[src/rtl/spec_dep_detector.sv]
module spec_dep_detector #(
  parameter int NTASK = 4,
  parameter int NLINE = 8,
  parameter int NWORD = 4,
  localparam int TW = $clog2(NTASK),
  localparam int LW = $clog2(NLINE),
  localparam int WW = $clog2(NWORD)
) (
  input  logic          clk,
  input  logic          rst_n,
  input  logic          word_mode,
  input  logic [TW-1:0] head_task,
  input  logic          acc_valid,
  input  logic          acc_write,
  input  logic [TW-1:0] acc_task,
  input  logic [LW-1:0] acc_line,
  input  logic [WW-1:0] acc_word,
  input  logic          clr_valid,
  input  logic [TW-1:0] clr_task,
  output logic          squash_valid,
  output logic [TW-1:0] squash_task
);
  logic [NWORD-1:0] wr_q [NLINE][NTASK];
  logic [NWORD-1:0] rd_q [NLINE][NTASK];

  logic [NWORD-1:0] own_wr;
  logic             own_written;
  logic [NTASK-1:0] viol;
  logic [TW-1:0]    w_age;
  logic             pick_v;
  logic [TW-1:0]    pick_t;

  assign own_wr      = wr_q[acc_line][acc_task];
  assign own_written = word_mode ? own_wr[acc_word] : |own_wr;
  assign w_age       = acc_task - head_task;

  always_comb begin
    for (int s = 0; s < NTASK; s++) begin
      logic [NWORD-1:0] rv;
      logic [TW-1:0]    sa;
      rv = rd_q[acc_line][s];
      sa = TW'(s) - head_task;
      viol[s] = acc_valid && acc_write && (sa > w_age)
                && (word_mode ? rv[acc_word] : |rv)
                && !(clr_valid && clr_task == TW'(s));
    end
  end

  always_comb begin
    pick_v = 1'b0;
    pick_t = '0;
    for (int k = NTASK - 1; k > 0; k--) begin
      logic [TW-1:0] id;
      id = head_task + TW'(k);
      if (viol[id]) begin
        pick_v = 1'b1;
        pick_t = id;
      end
    end
  end

  always_ff @(posedge clk) begin
    if (!rst_n) begin
      squash_valid <= 1'b0;
      squash_task  <= '0;
      for (int l = 0; l < NLINE; l++)
        for (int t = 0; t < NTASK; t++) begin
          wr_q[l][t] <= '0;
          rd_q[l][t] <= '0;
        end
    end else begin
      squash_valid <= pick_v;
      squash_task  <= pick_t;
      for (int l = 0; l < NLINE; l++)
        for (int t = 0; t < NTASK; t++) begin
          if (acc_valid && acc_line == LW'(l) && acc_task == TW'(t)) begin
            if (acc_write)
              wr_q[l][t][acc_word] <= 1'b1;
            else if (!own_written)
              rd_q[l][t][acc_word] <= 1'b1;
          end
          if (clr_valid && clr_task == TW'(t)) begin
            wr_q[l][t] <= '0;
            rd_q[l][t] <= '0;
          end
        end
    end
  end
endmodule


[config.mk]
export PLATFORM = sky130hd
export DESIGN_NAME = spec_dep_detector
export DESIGN_NICKNAME = d
export VERILOG_FILES = /design/src/rtl/spec_dep_detector.sv
export SDC_FILE = /design/constraint.sdc
export NUM_CORES = 1
export LEC_CHECK = 0
export CORE_MARGIN = 4
export CORE_UTILIZATION = 35
export DETAILED_ROUTE_END_ITERATION = 7
export GPL_TIMING_DRIVEN = 0
export SLEW_MARGIN = 20
export SYNTH_ARGS = -nofsm -noshare
export SYNTH_HDL_FRONTEND = slang
export SYNTH_SLANG_ARGS = --single-unit
[constraint.sdc]
create_clock -name clk -period 4.86 [get_ports clk]
set_input_delay 1.215 -clock clk [delete_from_list [all_inputs] [get_ports clk]]
set_output_delay 1.215 -clock clk [all_outputs]
set_load 0.02 [all_outputs]
* After elaboration in Yosys (flattened, before gate mapping)
Memory sizes are Yosys's and may differ from the RTL's.
Index checks and enable logic that the tools add are counted.
** Storage, ports and cells
- Register bits after elaboration :: 3
- RAM bits :: 256
- Input bits :: 17
- Output and inout bits :: 3
- Word-level logic and storage cells :: 1370
- Memories :: 2
** Cells by class
- $add $sub $neg :: 8
- Order comparisons :: 10
- Equality and inequality tests :: 13
- Mux-type cells :: 752
- Bitwise gates (word level) :: 513
- Reductions and logical operators :: 70
** Memory list
- rd_q :: words 8, width 16, read ports 1, clocked after memory_dff 0, write ports 8, line 24 : logic [NWORD-1:0] rd_q [NLINE][NTASK];
- wr_q :: words 8, width 16, read ports 1, clocked after memory_dff 0, write ports 8, line 23 : logic [NWORD-1:0] wr_q [NLINE][NTASK];
** Operator list (number)
- two-way mux 1 bit :: 673
- OR 1 bit :: 512
- two-way mux 4 bit :: 66
- logical AND 1 bit :: 58
- OR reduction 4 bit :: 5
- binary-select mux 1 bit (select 2 bit) :: 8
- == test 3 bit, second input constant :: 4
- < comparator 2 x 3 -> 1 bit, second input constant :: 4
- binary-select mux 4 bit (select 2 bit) :: 1
- == test 2 bit, second input constant :: 4
- greater-than comparator 2 bit :: 4
- == test 3 x 2 -> 1 bit, second input constant :: 2
- two-way mux 2 bit :: 3
- adder 2 bit, second input constant :: 2
- == test 2 x 1 -> 1 bit, second input constant :: 2
- logical NOT 1 bit :: 4
- logical NOT 2 bit :: 2
- subtractor 1 x 2 -> 2 bit, first input constant :: 2
- subtractor 2 bit, first input constant :: 2
- == test 3 x 1 -> 1 bit, second input constant :: 1
- >= comparator 3 bit, second input constant :: 1
- logical NOT 3 bit :: 1
- inverter 2 -> 3 bit :: 1
- adder 2 x 1 -> 2 bit, second input constant :: 1
- 3 further kinds :: 3

* Logic depth before layout (Yosys ltp)
Gate-level depths: netlist of the first run.
- Word-level depth :: 14
- Mapped depth :: 13
- Depth with buffers taken out :: 13

* Least setup slack after synthesis of the first run
Ideal clock, no wire load.
- Path kind :: input to register
- From :: input acc_line[1]
- To :: memory rd_q[0][4] (netlist bit), data pin
- Library setup time :: 0.290 ns
- Arrival time :: 4.041 ns
- Data required time :: 4.570 ns
- Slack :: 0.530 ns
- Stages :: 9
- Path buffers :: 3
- Cells stage by stage :: buf_2 > clkbuf_1 > mux4_2 > mux4_2 > a221oi_1 > or3b_1 > buf_2 > o21bai_1 > a21boi_1
** RTL lines
- start, declared :: line 16 : input logic [LW-1:0] acc_line,
- end, declared :: line 24

==> impl_metrics.ini, run 1 <==
[outcome]
status = completed

[sta]
fin_crit_sh = 0.9801
fin_worst_skew_ns = 0.009138
setup_tns_ns = 0
finalSetupViolCount = 0
hold_violations = 0
rsz0062_at_grt = yes
fmax_mhz = 209.9
holdWs_ns = 0.4618
slew_headroom = 0.2430
worst_slew_pin_slew_ns = 1.131
final_max_slew_viol_count = 0
final.min_clock_period_ns = 4.763

[min_path]
hp-class = reg2reg

[critical_path]
cp-end-kind = flop
crit_required_ns = 5.14
worstPathArrival_ns = 5.04
crit_fanout = 16
critPathKind = in2reg
worstSetupStartpointType = primary input

[layout]
instances_no_fill = 1799
drive_gt1_frac = 0.1187
syn2layout_area_growth_pct = 13.40
diodes = 0
nets = 1285

[synth]
synth-edff-count = 240
netlist_instances = 1217
ys_ff_latch = 259
synth-main-ff-cell = edfxtp_1
avgSynthCellArea_um2 = 11.30
yosysSeqAreaShare = 0.5518
ys_async_sr_fraction = 0
syn-num-nets = 1241
yosysWarnings = 0
syn-cell-area_mm2 = 0.01375
synth_cell_types = 72

[clock_network]
post_cts_buffers = 0
cts_tree = done
h-tree-depth = 1
cts_inserted_buffers = 28
cts.reportedPaths.clkPinSlew_ns = 0.06
cts_hold_buf = 0
cts-root-buf = clkbuf_16
worstSkewPairLatency_ns = 0.55
cts.sink_count = 259
clockBufferDepth = 3

[drt]
detail_route.vias_per_cell = 6.172
wire_per_inst_um = 27.04
ant_nets = 0
initialDrtViolationCount = 1700
drc = 0
dr.pass1.iters = 6
wirelength_um = 48650
vias = 11104

[grt]
grt_overflow_total = 0
grt_max_degree = 17
grt_antenna_before_repair = 0
globalRouteTotalUtil = 0.2256
grt_pass1_wl_um = 70930
grt_pass1_vias = 10627

[flow_run]
cap_violations = 0

[power]
p_leak_nw = 4.971
irDropWorstVdd_mv = 0.2395
power_density_mw_per_mm2 = 363.6
finalPower_mw = 5.669

[floorplanning]
num_rows = 72
io_pins = 20
dieArea_mm2 = 0.04252
core_mm2 = 0.03874
initial_core_util = 0.3549
die_x_um = 206.2
chipHeight_um = 206.2

[place]
gp_congestion = 0.9898
io_buffer_count = 14
dp_hpwl_um = 34530
placed_cells = 1749
-- stage by stage --
stage / utilization / instance area [µm²] / setup WS [ns]
final: 0.4025 / 15590 / 0.09651
after global routing: 0.4025 / 15590 / -0.009985
after CTS: 0.4019 / 15570 / 0.08023
after detailed placement: 0.3756 / 14550 / -1.121
after global placement: 0.3753 / 14540 / -1.179
after floorplan: - / 13750 / 0.5295
-- synthesized netlist by cell type, types with 4 or more instances --
master / instances / area (µm²)
nand2b_1: 4 / 25.02
nor2b_1: 9 / 56.30
nor2_1: 76 / 285.3
a32oi_1: 5 / 43.79
nand4_1: 6 / 37.54
buf_2: 17 / 85.08
clkbuf_1: 82 / 307.8
dfxtp_1: 19 / 380.4
buf_4: 7 / 52.55
nor3_1: 61 / 305.3
o22ai_1: 5 / 31.28
a21oi_1: 26 / 130.1
mux4_2: 56 / 1261
mux2i_1: 39 / 390.4
nand3_1: 13 / 65.06
nand2_1: 130 / 488.0
edfxtp_1: 240 / 7207
a31oi_1: 7 / 43.79
a211oi_1: 4 / 30.03
ha_1: 5 / 62.56
inv_1: 13 / 48.80
o21ai_1: 111 / 555.5
nand3b_1: 4 / 30.03
nor3b_1: 4 / 30.03
buf_1: 5 / 18.77
and2_1: 12 / 75.07
a32o_1: 7 / 70.07
o21ai_0: 149 / 745.7
a22oi_1: 19 / 142.6
a21boi_1: 4 / 30.03
-- power breakdown --
group | switching, mW | total, mW | internal (mW)
registers | 0.0417 | 2.67 | 2.62
clock network | 0.871 | 2.24 | 1.37
logic | 0.510 | 0.761 | 0.252
total | 1.42 | 5.67 | 4.25
-- cells by family after synthesis --
group / Yosys count / share of synthesized area
flip-flops: 259 / 0.5518
XOR/XNOR: 3 / 0.001911
AND/OR/NAND/NOR: 349 / 0.1211
adder cells (fa/ha/maj): 7 / 0.007462
buffers and inverters: 129 / 0.04031
multiplexers: 98 / 0.1226
AO/OA/AOI/OAI: 372 / 0.1548
-- worst max-delay path, stage by stage --
cell	delay, ns
buf_2	0.32
buf_4	0.37
buf_2	0.44
buf_2	0.44
and4b_1	0.35
clkbuf_2	0.33
nand2_1	0.26
a22oi_1	0.25
o21ai_0	0.11
and4_1	0.22
o2111ai_1	0.19
and2_1	0.51
-- worst paths after layout --
kind,start,endpoint,slack (ns),cells past startpoint
worst max-delay path,acc_line[1],wr_q[0][0],0.1,12
worst max register to register,wr_q[6][5],rd_q[7][4],1.11,9
worst min-delay path,rd_q[0][15],rd_q[0][15],0.46,2
worst min register to register,rd_q[0][15],rd_q[0][15],0.46,2
-- routing by layer --
metal / wire, µm / GRT usage / vias to the layer above
li1: - / - / 4738
met1: 18880 / 0.3046 / 5506
met2: 22460 / 0.3619 / 731
met3: 5202 / 0.04582 / 129
met4: 2104 / 0.08246 / 0
met5: 0 / 0 / -
-- placed cells by master, fill, tap and decap left out, types with 6 or more instances in the layout --
cell type and n:
a21oi_1 25, a22oi_1 19, a31oi_1 7, a32o_1 7, and2_1 12, buf_2 16, buf_4 8, clkbuf_1 87
clkbuf_16 29, clkdlybuf4s50_1 14, dfxtp_1 19, edfxtp_1 240, inv_1 13, mux2i_1 39, mux4_2 56, nand2_1 130
nand3_1 13, nand4_1 6, nor2_1 74, nor2b_1 9, nor3_1 61, o21ai_0 149, o21ai_1 111
-- sequential cells by signal, indices dropped and copies added, names as in the netlist --
name          flops
rd_q            128
squash_task       2
squash_valid      1
wr_q            128
-- final cells by class --
class                      count  area [µm²]
inverter                      15       56.30
clock buffer                  41       820.8
tap                          518       648.1
fill                        3753       23150
sequential                   259        7587
timing repair buffer          14       140.1
clock inverter                 9       140.1
multi-input combinational    829        5695
buffer                       114       503.0
-- what timing repair did --
action	CTS	global route
endpoints found under the hold margin	0	0
pin swaps	0	0
gates resized for setup	12	3
setup endpoints to repair	131	109
Note: power is estimated with default switching activity, not from simulation.
==> run 2: changes to the inputs <==
==> constraint.sdc (replaced) <==
create_clock -name clk -period 4.86 [get_ports clk]
set_input_delay 1.215 -clock clk [delete_from_list [all_inputs] [get_ports clk]]
set_output_delay 1.215 -clock clk [all_outputs]
set_load 0.005 [all_outputs]
==> results of run 2 <==
The final DEF is identical to that of run 1. Status: completed.
Among the figures that moved: total power 5.669 mW -> 5.667 mW
==> run 3: changes to the inputs <==
--- a/config.mk
+++ b/config.mk
@@ -8,6 +8,7 @@
 export CORE_MARGIN = 4
 export CORE_UTILIZATION = 35
 export DETAILED_ROUTE_END_ITERATION = 7
+export GPL_ROUTABILITY_DRIVEN = 0
 export GPL_TIMING_DRIVEN = 0
 export SLEW_MARGIN = 20
 export SYNTH_ARGS = -nofsm -noshare
==> run 3 against run 2 <==
Effect of this change:
- the flow now finishes with violations (design-rule violations)
- count of clock-buffer cells in the layout is 10 lower
- first-iteration DRC count is 5.0% lower
- cell area is 0.18% lower
- register-to-register slack worse by 0.04 ns
- global-route usage is 0.56 points lower
- fmax is 0.68% lower
- total power is 1.0% lower
- cell count stayed put
- critical endpoint is now rd_q[1][13]
- largest cell class unchanged
==> impl_metrics.ini, run 3 (synthesis results as in run 1) <==
[outcome]
status = finished, violations left
failed_checks = design-rule violations

[drt]
wire_per_inst_um = 26.45
dr.pass1.iters = 8
wirelength_um = 47590
detail_route.vias_per_cell = 6.287
initialDrtViolationCount = 1615
vias = 11311
ant_nets = 0
drc = 8

[floorplanning]
io_pins = 20
core_mm2 = 0.03874
dieArea_mm2 = 0.04252
die_x_um = 206.2
initial_core_util = 0.3549
num_rows = 72
chipHeight_um = 206.2

[layout]
diodes = 0
mostFrequentLayoutCells = 240 x edfxtp_1, 149 x o21ai_0, 130 x nand2_1, 111 x o21ai_1, 83 x clkbuf_1
final_util = 0.4017
drive_gt1_frac = 0.1272
syn2layout_area_growth_pct = 13.19
instances_no_fill = 1799
layout_commonest_cell = edfxtp_1
fin_area_mm2 = 0.01556
fillCellCount = 3744
nets = 1284
largestRegisters = rd_q (128), wr_q (128), squash_task (2)

[critical_path]
timing.critical_path.buf_inv = 3
timing.critical_path.from = acc_line[2]
slowest_delay_ns = 0.70
worstSetupStartpointType = primary input
cp-end-kind = flop
worstPathArrival_ns = 5.04
critPathKind = in2reg
critPathTopFamily = buffers and inverters
slowest_stage = buf_1
crit_fanout = 10
path_cells = clkdlybuf4s50_1 > buf_1 > mux4_2 > a221oi_1 > nor2b_1 > nand3_1 > clkbuf_1 > o21ai_1
crit_required_ns = 5.10
reg2reg_from = wr_q[7][11]

[grt]
grt_max_degree = 17
grt_antenna_before_repair = 0
grt_pass1_vias = 10924
use_met1 = 0.2892
use_met2 = 0.3607
grt.busiest_layer = met2
globalRouteTotalUtil = 0.2199
grt_overflow_total = 0
use_met3 = 0.04221
grt_pass1_wl_um = 69770

[sta]
fmax_mhz = 208.5
holdWs_ns = 0.4538
final_max_slew_viol_count = 0
rsz0062_at_grt = no
finalSetupViolCount = 0
fin_ws_ns = 0.06402
fin_crit_sh = 0.9868
setup_tns_ns = 0
worst_slew_pin_slew_ns = 1.028
slew_headroom = 0.3147
fin_worst_skew_ns = 0.02457
hold_violations = 0
final.min_clock_period_ns = 4.796

[clock_network]
cts_inserted_buffers = 27
cts_tree = done
h-tree-depth = 1
cts-root-buf = clkbuf_16
post_cts_buffers = 0
worstSkewPairLatency_ns = 0.56
cts.sink_count = 259
cts.reportedPaths.clkPinSlew_ns = 0.06
clockBufferDepth = 3

[place]
dp_hpwl_um = 34130
placed_cells = 1749
place_area_mm2 = 0.01455
post-place-ws_ns = -1.043
io_buffer_count = 14

[flow_run]
cap_violations = 0

[power]
irDropWorstVdd_mv = 0.2479
finalPower_mw = 5.608
power_density_mw_per_mm2 = 360.4
p_leak_nw = 4.973

[min_path]
hold_start = rd_q[4][15]
hp-class = reg2reg
-- run 3: timing repair --
item                                    CTS  global route
gates resized for setup                   6            16
endpoints found under the setup margin   80           120
hold buffers                              0             0
-- run 3: path summary, 6_finish.rpt --
check | endpoint | slack, ns | depth (start not counted)
worst max-delay path | rd_q[1][13] | 0.06 | 8
worst min-delay path | rd_q[4][15] | 0.45 | 2
worst max register to register | rd_q[1][13] | 1.07 | 7
worst min register to register | rd_q[4][15] | 0.45 | 2
-- run 3: per-layer routing --
layer  wire [µm]  part of all wire
met1       17940              0.38
met2       22170              0.47
met3        5127              0.11
met4        2353             0.049
met5           0                 0
-- run 3: where the power goes --
group / internal (mW) / switching (mW)
registers: 2.62 / 0.0416
logic: 0.252 / 0.505
clock network: 1.29 / 0.899
total: 4.16 / 1.45
-- run 3: area by class of cell --
class                      instances  area [µm²]  share of cell area
inverter                          15       56.30            0.003618
sequential                       259        7587              0.4875
tap                              518       648.1             0.04165
timing repair buffer              14       140.1            0.009005
clock buffer                      31       690.7             0.04438
multi-input combinational        829        5710              0.3669
clock inverter                    19       227.7             0.01463
buffer                           114       501.7             0.03224
-- run 3: worst register-to-register path, stage by stage (launching register included) --
cell	delay (ns)
edfxtp_1	0.36
mux4_2	0.54
mux4_2	0.53
a221oi_1	0.45
nor2b_1	0.40
nand3_1	0.50
clkbuf_1	0.44
o21ai_1	0.26
